## src/rtl/i2c_ctl_pkg.sv

```systemverilog
package i2c_ctl_pkg;

    localparam int BYTE_W = 8;
    localparam int ADDR_W = 7;
    localparam int CNT_W  = $clog2(BYTE_W + 1);

    typedef enum logic [2:0] {
        ST_IDLE,
        ST_ADDR,
        ST_ADDR_ACK,
        ST_WR_DATA,
        ST_WR_ACK,
        ST_RD_DATA,
        ST_RD_ACK
    } bus_st_e;

    typedef struct packed {
        logic scl;
        logic sda;
        logic scl_rise;
        logic scl_fall;
        logic start;
        logic stop;
    } line_ev_t;

    function automatic logic addr_hit(input logic chk,
                                      input logic [ADDR_W-1:0] mine,
                                      input logic [ADDR_W-1:0] got);
        return !chk || (mine == got);
    endfunction

endpackage

```

## src/rtl/i2c_line_sync.sv

```systemverilog
module i2c_line_sync
    import i2c_ctl_pkg::*;
#(
    parameter int STAGES = 2
) (
    input  logic     clk,
    input  logic     rst,
    input  logic     scl_in,
    input  logic     sda_in,
    output line_ev_t ev
);
    localparam int NLINES = 2;

    logic [NLINES-1:0] raw;
    logic [NLINES-1:0] now;
    logic [NLINES-1:0] prev;

    assign raw = {scl_in, sda_in};

    for (genvar i = 0; i < NLINES; i++) begin : g_line
        logic [STAGES-1:0] pipe;
        always_ff @(posedge clk) begin
            if (rst) begin
                pipe <= '1;
            end else begin
                pipe <= {pipe[STAGES-2:0], raw[i]};
            end
        end
        assign now[i] = pipe[STAGES-1];
    end

    always_ff @(posedge clk) begin
        if (rst) begin
            prev <= '1;
        end else begin
            prev <= now;
        end
    end

    always_comb begin
        ev.scl      = now[1];
        ev.sda      = now[0];
        ev.scl_rise = now[1] & ~prev[1];
        ev.scl_fall = ~now[1] & prev[1];
        ev.start    = now[1] & prev[1] & prev[0] & ~now[0];
        ev.stop     = now[1] & prev[1] & ~prev[0] & now[0];
    end

endmodule

```

## src/rtl/i2c_byte_fsm.sv

```systemverilog
module i2c_byte_fsm
    import i2c_ctl_pkg::*;
(
    input  logic              clk,
    input  logic              rst,
    input  logic              en,
    input  line_ev_t          ev,
    input  logic              chk_en,
    input  logic [ADDR_W-1:0] my_addr,
    input  logic [BYTE_W-1:0] tx_byte,
    output logic              sda_oe,
    output logic              rx_we,
    output logic [BYTE_W-1:0] rx_byte,
    output logic              tx_done
);
    bus_st_e           st;
    logic [CNT_W-1:0]  cnt;
    logic [BYTE_W-1:0] sh;
    logic              rw;
    logic              mst_ack;

    always_ff @(posedge clk) begin
        if (rst || !en) begin
            st      <= ST_IDLE;
            cnt     <= '0;
            sh      <= '0;
            rw      <= 1'b0;
            mst_ack <= 1'b0;
            sda_oe  <= 1'b0;
            rx_we   <= 1'b0;
            tx_done <= 1'b0;
            if (rst) rx_byte <= '0;
        end else begin
            rx_we   <= 1'b0;
            tx_done <= 1'b0;
            if (ev.stop) begin
                st     <= ST_IDLE;
                sda_oe <= 1'b0;
            end else if (ev.start) begin
                st     <= ST_ADDR;
                cnt    <= '0;
                sda_oe <= 1'b0;
            end else begin
                unique case (st)
                    ST_IDLE: ;
                    ST_ADDR: begin
                        if (ev.scl_rise) begin
                            sh  <= {sh[BYTE_W-2:0], ev.sda};
                            cnt <= cnt + 1'b1;
                        end else if (ev.scl_fall && cnt == CNT_W'(BYTE_W)) begin
                            if (addr_hit(chk_en, my_addr, sh[BYTE_W-1:1])) begin
                                st     <= ST_ADDR_ACK;
                                rw     <= sh[0];
                                sda_oe <= 1'b1;
                            end else begin
                                st <= ST_IDLE;
                            end
                        end
                    end
                    ST_ADDR_ACK: begin
                        if (ev.scl_fall) begin
                            cnt <= '0;
                            if (rw) begin
                                st     <= ST_RD_DATA;
                                sh     <= tx_byte;
                                sda_oe <= ~tx_byte[BYTE_W-1];
                            end else begin
                                st     <= ST_WR_DATA;
                                sda_oe <= 1'b0;
                            end
                        end
                    end
                    ST_WR_DATA: begin
                        if (ev.scl_rise) begin
                            sh  <= {sh[BYTE_W-2:0], ev.sda};
                            cnt <= cnt + 1'b1;
                        end else if (ev.scl_fall && cnt == CNT_W'(BYTE_W)) begin
                            rx_byte <= sh;
                            rx_we   <= 1'b1;
                            sda_oe  <= 1'b1;
                            st      <= ST_WR_ACK;
                        end
                    end
                    ST_WR_ACK: begin
                        if (ev.scl_fall) begin
                            sda_oe <= 1'b0;
                            cnt    <= '0;
                            st     <= ST_WR_DATA;
                        end
                    end
                    ST_RD_DATA: begin
                        if (ev.scl_fall) begin
                            if (cnt == CNT_W'(BYTE_W - 1)) begin
                                sda_oe  <= 1'b0;
                                tx_done <= 1'b1;
                                st      <= ST_RD_ACK;
                            end else begin
                                sh     <= {sh[BYTE_W-2:0], 1'b0};
                                sda_oe <= ~sh[BYTE_W-2];
                                cnt    <= cnt + 1'b1;
                            end
                        end
                    end
                    ST_RD_ACK: begin
                        if (ev.scl_rise) begin
                            mst_ack <= ~ev.sda;
                        end else if (ev.scl_fall) begin
                            if (mst_ack) begin
                                st     <= ST_RD_DATA;
                                sh     <= tx_byte;
                                sda_oe <= ~tx_byte[BYTE_W-1];
                                cnt    <= '0;
                            end else begin
                                st <= ST_IDLE;
                            end
                        end
                    end
                    default: st <= ST_IDLE;
                endcase
            end
        end
    end

    AST_STOP_TO_IDLE: assert property (@(posedge clk) disable iff (rst)
        ev.stop |=> st == ST_IDLE);
    AST_START_TO_ADDR: assert property (@(posedge clk) disable iff (rst)
        (en && ev.start && !ev.stop) |=> st == ST_ADDR);
    AST_RX_RELEASED: assert property (@(posedge clk) disable iff (rst)
        (st == ST_ADDR || st == ST_WR_DATA) |-> !sda_oe);
    AST_HOST_ACK_RELEASED: assert property (@(posedge clk) disable iff (rst)
        (st == ST_RD_ACK) |-> !sda_oe);
    AST_WE_ONE_CYCLE: assert property (@(posedge clk) disable iff (rst)
        rx_we |=> !rx_we);

endmodule

```

## src/rtl/i2c_ctl_slave.sv

```systemverilog
module i2c_ctl_slave
    import i2c_ctl_pkg::*;
#(
    parameter int SYNC_STAGES = 2
) (
    input  logic              clk,
    input  logic              rst,
    input  logic              cs_pin,
    input  logic              scl_in,
    input  logic              sda_in,
    output logic              sda_oe,
    output logic              req_n,
    output logic              inreg_wr,
    output logic [BYTE_W-1:0] inreg_data,
    input  logic              outreg_ld,
    input  logic [BYTE_W-1:0] outreg_din,
    input  logic              cfg_we,
    input  logic [ADDR_W-1:0] cfg_addr,
    input  logic              cfg_aen
);
    line_ev_t          ev;
    logic              mode_i2c;
    logic              aen_q;
    logic [ADDR_W-1:0] addr_q;
    logic [BYTE_W-1:0] out_q;
    logic              out_valid;
    logic              tx_done;

    always_ff @(posedge clk) begin
        if (rst) mode_i2c <= cs_pin;
    end

    always_ff @(posedge clk) begin
        if (rst) begin
            aen_q  <= 1'b0;
            addr_q <= '0;
        end else if (cfg_we) begin
            aen_q  <= cfg_aen;
            addr_q <= cfg_addr;
        end
    end

    always_ff @(posedge clk) begin
        if (rst) begin
            out_q     <= '0;
            out_valid <= 1'b0;
        end else if (outreg_ld) begin
            out_q     <= outreg_din;
            out_valid <= 1'b1;
        end else if (tx_done) begin
            out_valid <= 1'b0;
        end
    end

    assign req_n = ~out_valid;

    i2c_line_sync #(.STAGES(SYNC_STAGES)) u_sync (
        .clk    (clk),
        .rst    (rst),
        .scl_in (scl_in),
        .sda_in (sda_in),
        .ev     (ev)
    );

    i2c_byte_fsm u_fsm (
        .clk     (clk),
        .rst     (rst),
        .en      (mode_i2c),
        .ev      (ev),
        .chk_en  (aen_q),
        .my_addr (addr_q),
        .tx_byte (out_q),
        .sda_oe  (sda_oe),
        .rx_we   (inreg_wr),
        .rx_byte (inreg_data),
        .tx_done (tx_done)
    );

    AST_MODE_SILENT: assert property (@(posedge clk) disable iff (rst)
        !mode_i2c |-> (!sda_oe && !inreg_wr));
    AST_REQ_FALL_ON_LOAD: assert property (@(posedge clk) disable iff (rst)
        $fell(req_n) |-> $past(outreg_ld));
    AST_REQ_RISE_ON_SEND: assert property (@(posedge clk) disable iff (rst)
        $rose(req_n) |-> !$past(outreg_ld));

endmodule

```

## config.mk

```make
export PLATFORM = sky130hd
export DESIGN_NAME = i2c_ctl_slave
export DESIGN_NICKNAME = d
export VERILOG_FILES = /design/src/rtl/i2c_ctl_pkg.sv /design/src/rtl/i2c_line_sync.sv /design/src/rtl/i2c_byte_fsm.sv /design/src/rtl/i2c_ctl_slave.sv
export SDC_FILE = /design/constraint.sdc
export NUM_CORES = 1
export LEC_CHECK = 0
export ABC_CLOCK_PERIOD_IN_PS = 1600
export CAP_MARGIN = 40
export CORE_ASPECT_RATIO = 0.5
export CORE_MARGIN = 2
export CORE_UTILIZATION = 42
export DETAILED_ROUTE_END_ITERATION = 6
export PLACE_DENSITY = 0.66
export RECOVER_POWER = 100
export SETUP_SLACK_MARGIN = 0.5
export SLEW_MARGIN = 10
export SYNTH_ARGS = -nofsm -noshare
export SYNTH_HDL_FRONTEND = slang
export SYNTH_SLANG_ARGS = --single-unit
```

## constraint.sdc

```tcl
create_clock -name clk -period 1.6 [get_ports clk]
set_input_delay 0.4 -clock clk [delete_from_list [all_inputs] [get_ports clk]]
set_output_delay 0.4 -clock clk [all_outputs]
set_load 0.01 [all_outputs]
```

==> run metrics <==
multi-input logic area roughly 1300 um2; Synth Register Bits 52; CP required 1.78 ns; adder-cell area share of the yosys netlist 1.03%; status finished with violations; Vias 2,114; Syn Inst Count between 200 and 300; area fraction of the dominant cell type after synthesis 35.5%; post-synthesis simple-gate area fraction 20.6%; FF-to-FF Start u_sync.prev[1]; vias in the first global route 2,099; final worst clock skew 0.00862 ns; cell area after synthesis 2420 um2; DRT antenna net count 0; fin crit period between 1.5 and 2 ns; slew at the pin closest to its max-slew limit 0.382 ns; First DRT Iteration DRCs 86; row count 19; period utilization 110%; Setup WS post-layout -0.167 ns; Synth Flop Type dfxtp_1; Fin. Hold Viols 0; global-route wire length before repair 9.89 mm; wire length per cell between 15 and 20 um; RSZ-0062 raised after global routing true; share of layout cells above drive strength 1 32.3%; Hold Path End u_sync.g_line[1].pipe[1]; worst hold start u_sync.g_line[1].pipe[0]; max_slew headroom 74.5%; final number of setup-violating endpoints 19; clock transition at the registers of the reported paths 0.07 ns; WHS Path Cells 1; CTS Buf Count 5; syn avg cell area 9.69 um2; multiplexer area fraction after synthesis between 10% and 20%; Final HPWL DP between 4 and 5 mm; Arrival @ worst endpoint around 2 ns; antenna fix cells 0; Peak VDD IR between 0.5 and 0.6 mV; Synth area leaders dfxtp_1 36%, edfxtp_1 11%, mux2i_1 11%; Die H slightly below 60 um; Netlist cell types 46; H-Tree Depth 2; Final TNS setup -1.62 ns; Die W 111 um; NumNets Final around 360; largest net degree at the start of global routing 18; EDFF count, synth 9; startpoint types flip-flop; Reg area about 1100 um2; DP Worst Slack -0.173 ns; Initial Util 43.9%; Clock Tree Buf Depth 2; sequential-to-total area share from yosys stat between 40% and 50%; DR pass1 iterations 4; total wire length between 6 and 7 mm; xor/xnor share of the synthesized area 2.89%; total gr overflow 0; Lkg Pwr ~0.0014 uW; # IOs 34; Ys Warns 0; R2R depth 6; ys async rst share 0%; compound-cell area share of the yosys netlist between 10% and 20%; cell total after placement 387; DRC viols 0; clock latency on the worst-skew pair 0.29 ns; crit path kind reg2reg; CP Max Fanout 8; crit path capture type flip-flop; PortBufs 33; Area Growth Syn to Fin 44.7%; CTS tree built; clock sinks 52; main combinational cell family by area after synthesis simple AND/OR/NAND/NOR gates; Fill cells 458; failing checks setup timing; GRT Overall Usage 19.7%; area of the core 5520 um2; global placer's final weighted congestion 0.929; reg2reg setup slack -0.17 ns; Root Driver clkbuf_16; max-slew violation count 0; FMAX about 0.57 GHz; initial antenna violation count 0; syn nets 275; reg2reg end u_fsm.sh[1]; vias per cell ~5.2; Finished Layout Cells 410; Pwr Density 792 nW/um2; Die Area roughly 6400 um2; final hold slack 0.409 ns; largest area contributor in the netlist dfxtp_1; Hold Path Class reg2reg; MaxCap Viol Count 0
==> cells in the mapped netlist (2+ instances only) <==
master	instances
a31o_2	2
a21oi_1	10
nand3b_1	2
ha_1	2
nor3b_1	2
nor4_1	2
edfxtp_1	9
nor2b_1	4
nand4_1	3
mux2i_1	26
o21ai_0	9
inv_1	8
nor3_1	2
and2_1	8
nand3_1	7
nand2b_1	6
nor2_1	35
or2_2	8
a211oi_1	2
xor2_1	3
o22ai_1	2
o31ai_1	3
xnor2_1	5
clkbuf_1	8
a31oi_1	2
mux2_2	7
dfxtp_1	43
nand2_1	12
==> layout make-up <==
| class | instances | area share, % |
|---|---|---|
| multi-input combinational | 180 | 37.8 |
| sequential | 52 | 32.6 |
| timing repair buffer | 89 | 21.8 |
| clock buffer | 5 | 3.57 |
| tap | 73 | 2.61 |
| inverter | 8 | 0.857 |
| clock inverter | 3 | 0.643 |
==> sequential cells by signal, summed over array words and instances (netlist names), 2 cells and up <==
name,flops
out_q,8
u_fsm.rx_byte,8
u_fsm.sh,8
addr_q,7
u_fsm.cnt,4
u_sync.g_line.pipe,4
u_fsm.st,3
u_sync.prev,2
==> critical path, stage by stage, from the launching register on <==
cell and delay (ns):
dfxtp_2 0.33, and2b_1 0.23, o21ai_2 0.09, o2bb2ai_4 0.14, nor4_4 0.31, buf_6 0.19, mux2_2 0.35
==> logic make-up (layout without fill, tap and decap cells) <==
kind of cell / Yosys count / after routing
XOR/XNOR: 8 / 8
multiplexers: 33 / 33
buffers and inverters: 18 / 105
flip-flops: 52 / 52
AND/OR/NAND/NOR: 96 / 96
adder cells (fa/ha/maj): 2 / 2
AO/OA/AOI/OAI: 41 / 41
==> through the flow <==
step / total power, uW / util, % / cell area (um2)
after floorplan: 1550 / - / 2480
after global placement: 1690 / 57.9 / 3190
after detailed placement: 1690 / 57.9 / 3190
after CTS: 2790 / 63.1 / 3480
after global routing: 2860 / 63.5 / 3500
final: 2770 / 63.5 / 3500
==> worst max-delay path by stage <==
| stage | start | to | slack [ns] | cells after the start |
|---|---|---|---|---|
| 2_1_floorplan | u_sync.prev[1] | u_fsm.sh[1] | -0.10 | 5 |
| 3_3_place_gp | rst | u_fsm.st[1] | -0.14 | 6 |
| 3_5_place_dp | rst | u_fsm.st[1] | -0.17 | 6 |
| 4_1_cts | u_sync.prev[1] | u_fsm.sh[1] | -0.11 | 6 |
| 5_1_grt | u_sync.prev[1] | u_fsm.sh[1] | -0.20 | 6 |
| 6_report | u_sync.prev[1] | u_fsm.sh[1] | -0.17 | 6 |
==> repair_timing <==
action / 4_1_cts / 5_1_grt
gates resized for setup: 83 / 15
gates cloned: 2 / 0
hold buffers: 0 / 0
pin swaps: 5 / 2
setup endpoints to repair: 69 / 47
buffers inserted: 7 / 6
==> power breakdown <==
group	internal (uW)	switching, uW	total [uW]	leakage [uW]
Sequential	1370	23.1	1390	0.000445
Clock	587	506	1090	0.0000742
Combinational	164	128	292	0.000899
==> layer usage <==
metal | global-route usage [%] | vias up | part of all wire, %
li1 | - | 1055 | -
met1 | 23.6 | 999 | 45
met2 | 36.1 | 51 | 50
met3 | 3.56 | 9 | 3.5
met4 | 8.11 | 0 | 1.2
met5 | 0 | - | 0
==> cells in the final DEF, fill, tap and decap left out, types with 7 or more instances in the layout <==
cell type,count
a21oi_1,7
buf_4,39
buf_6,7
clkbuf_1,13
clkdlybuf4s50_1,18
dfxtp_1,37
edfxtp_1,9
mux2i_1,26
nand2_1,11
nor2_1,34
or2_2,7
(Power assumes the default switching activity.)
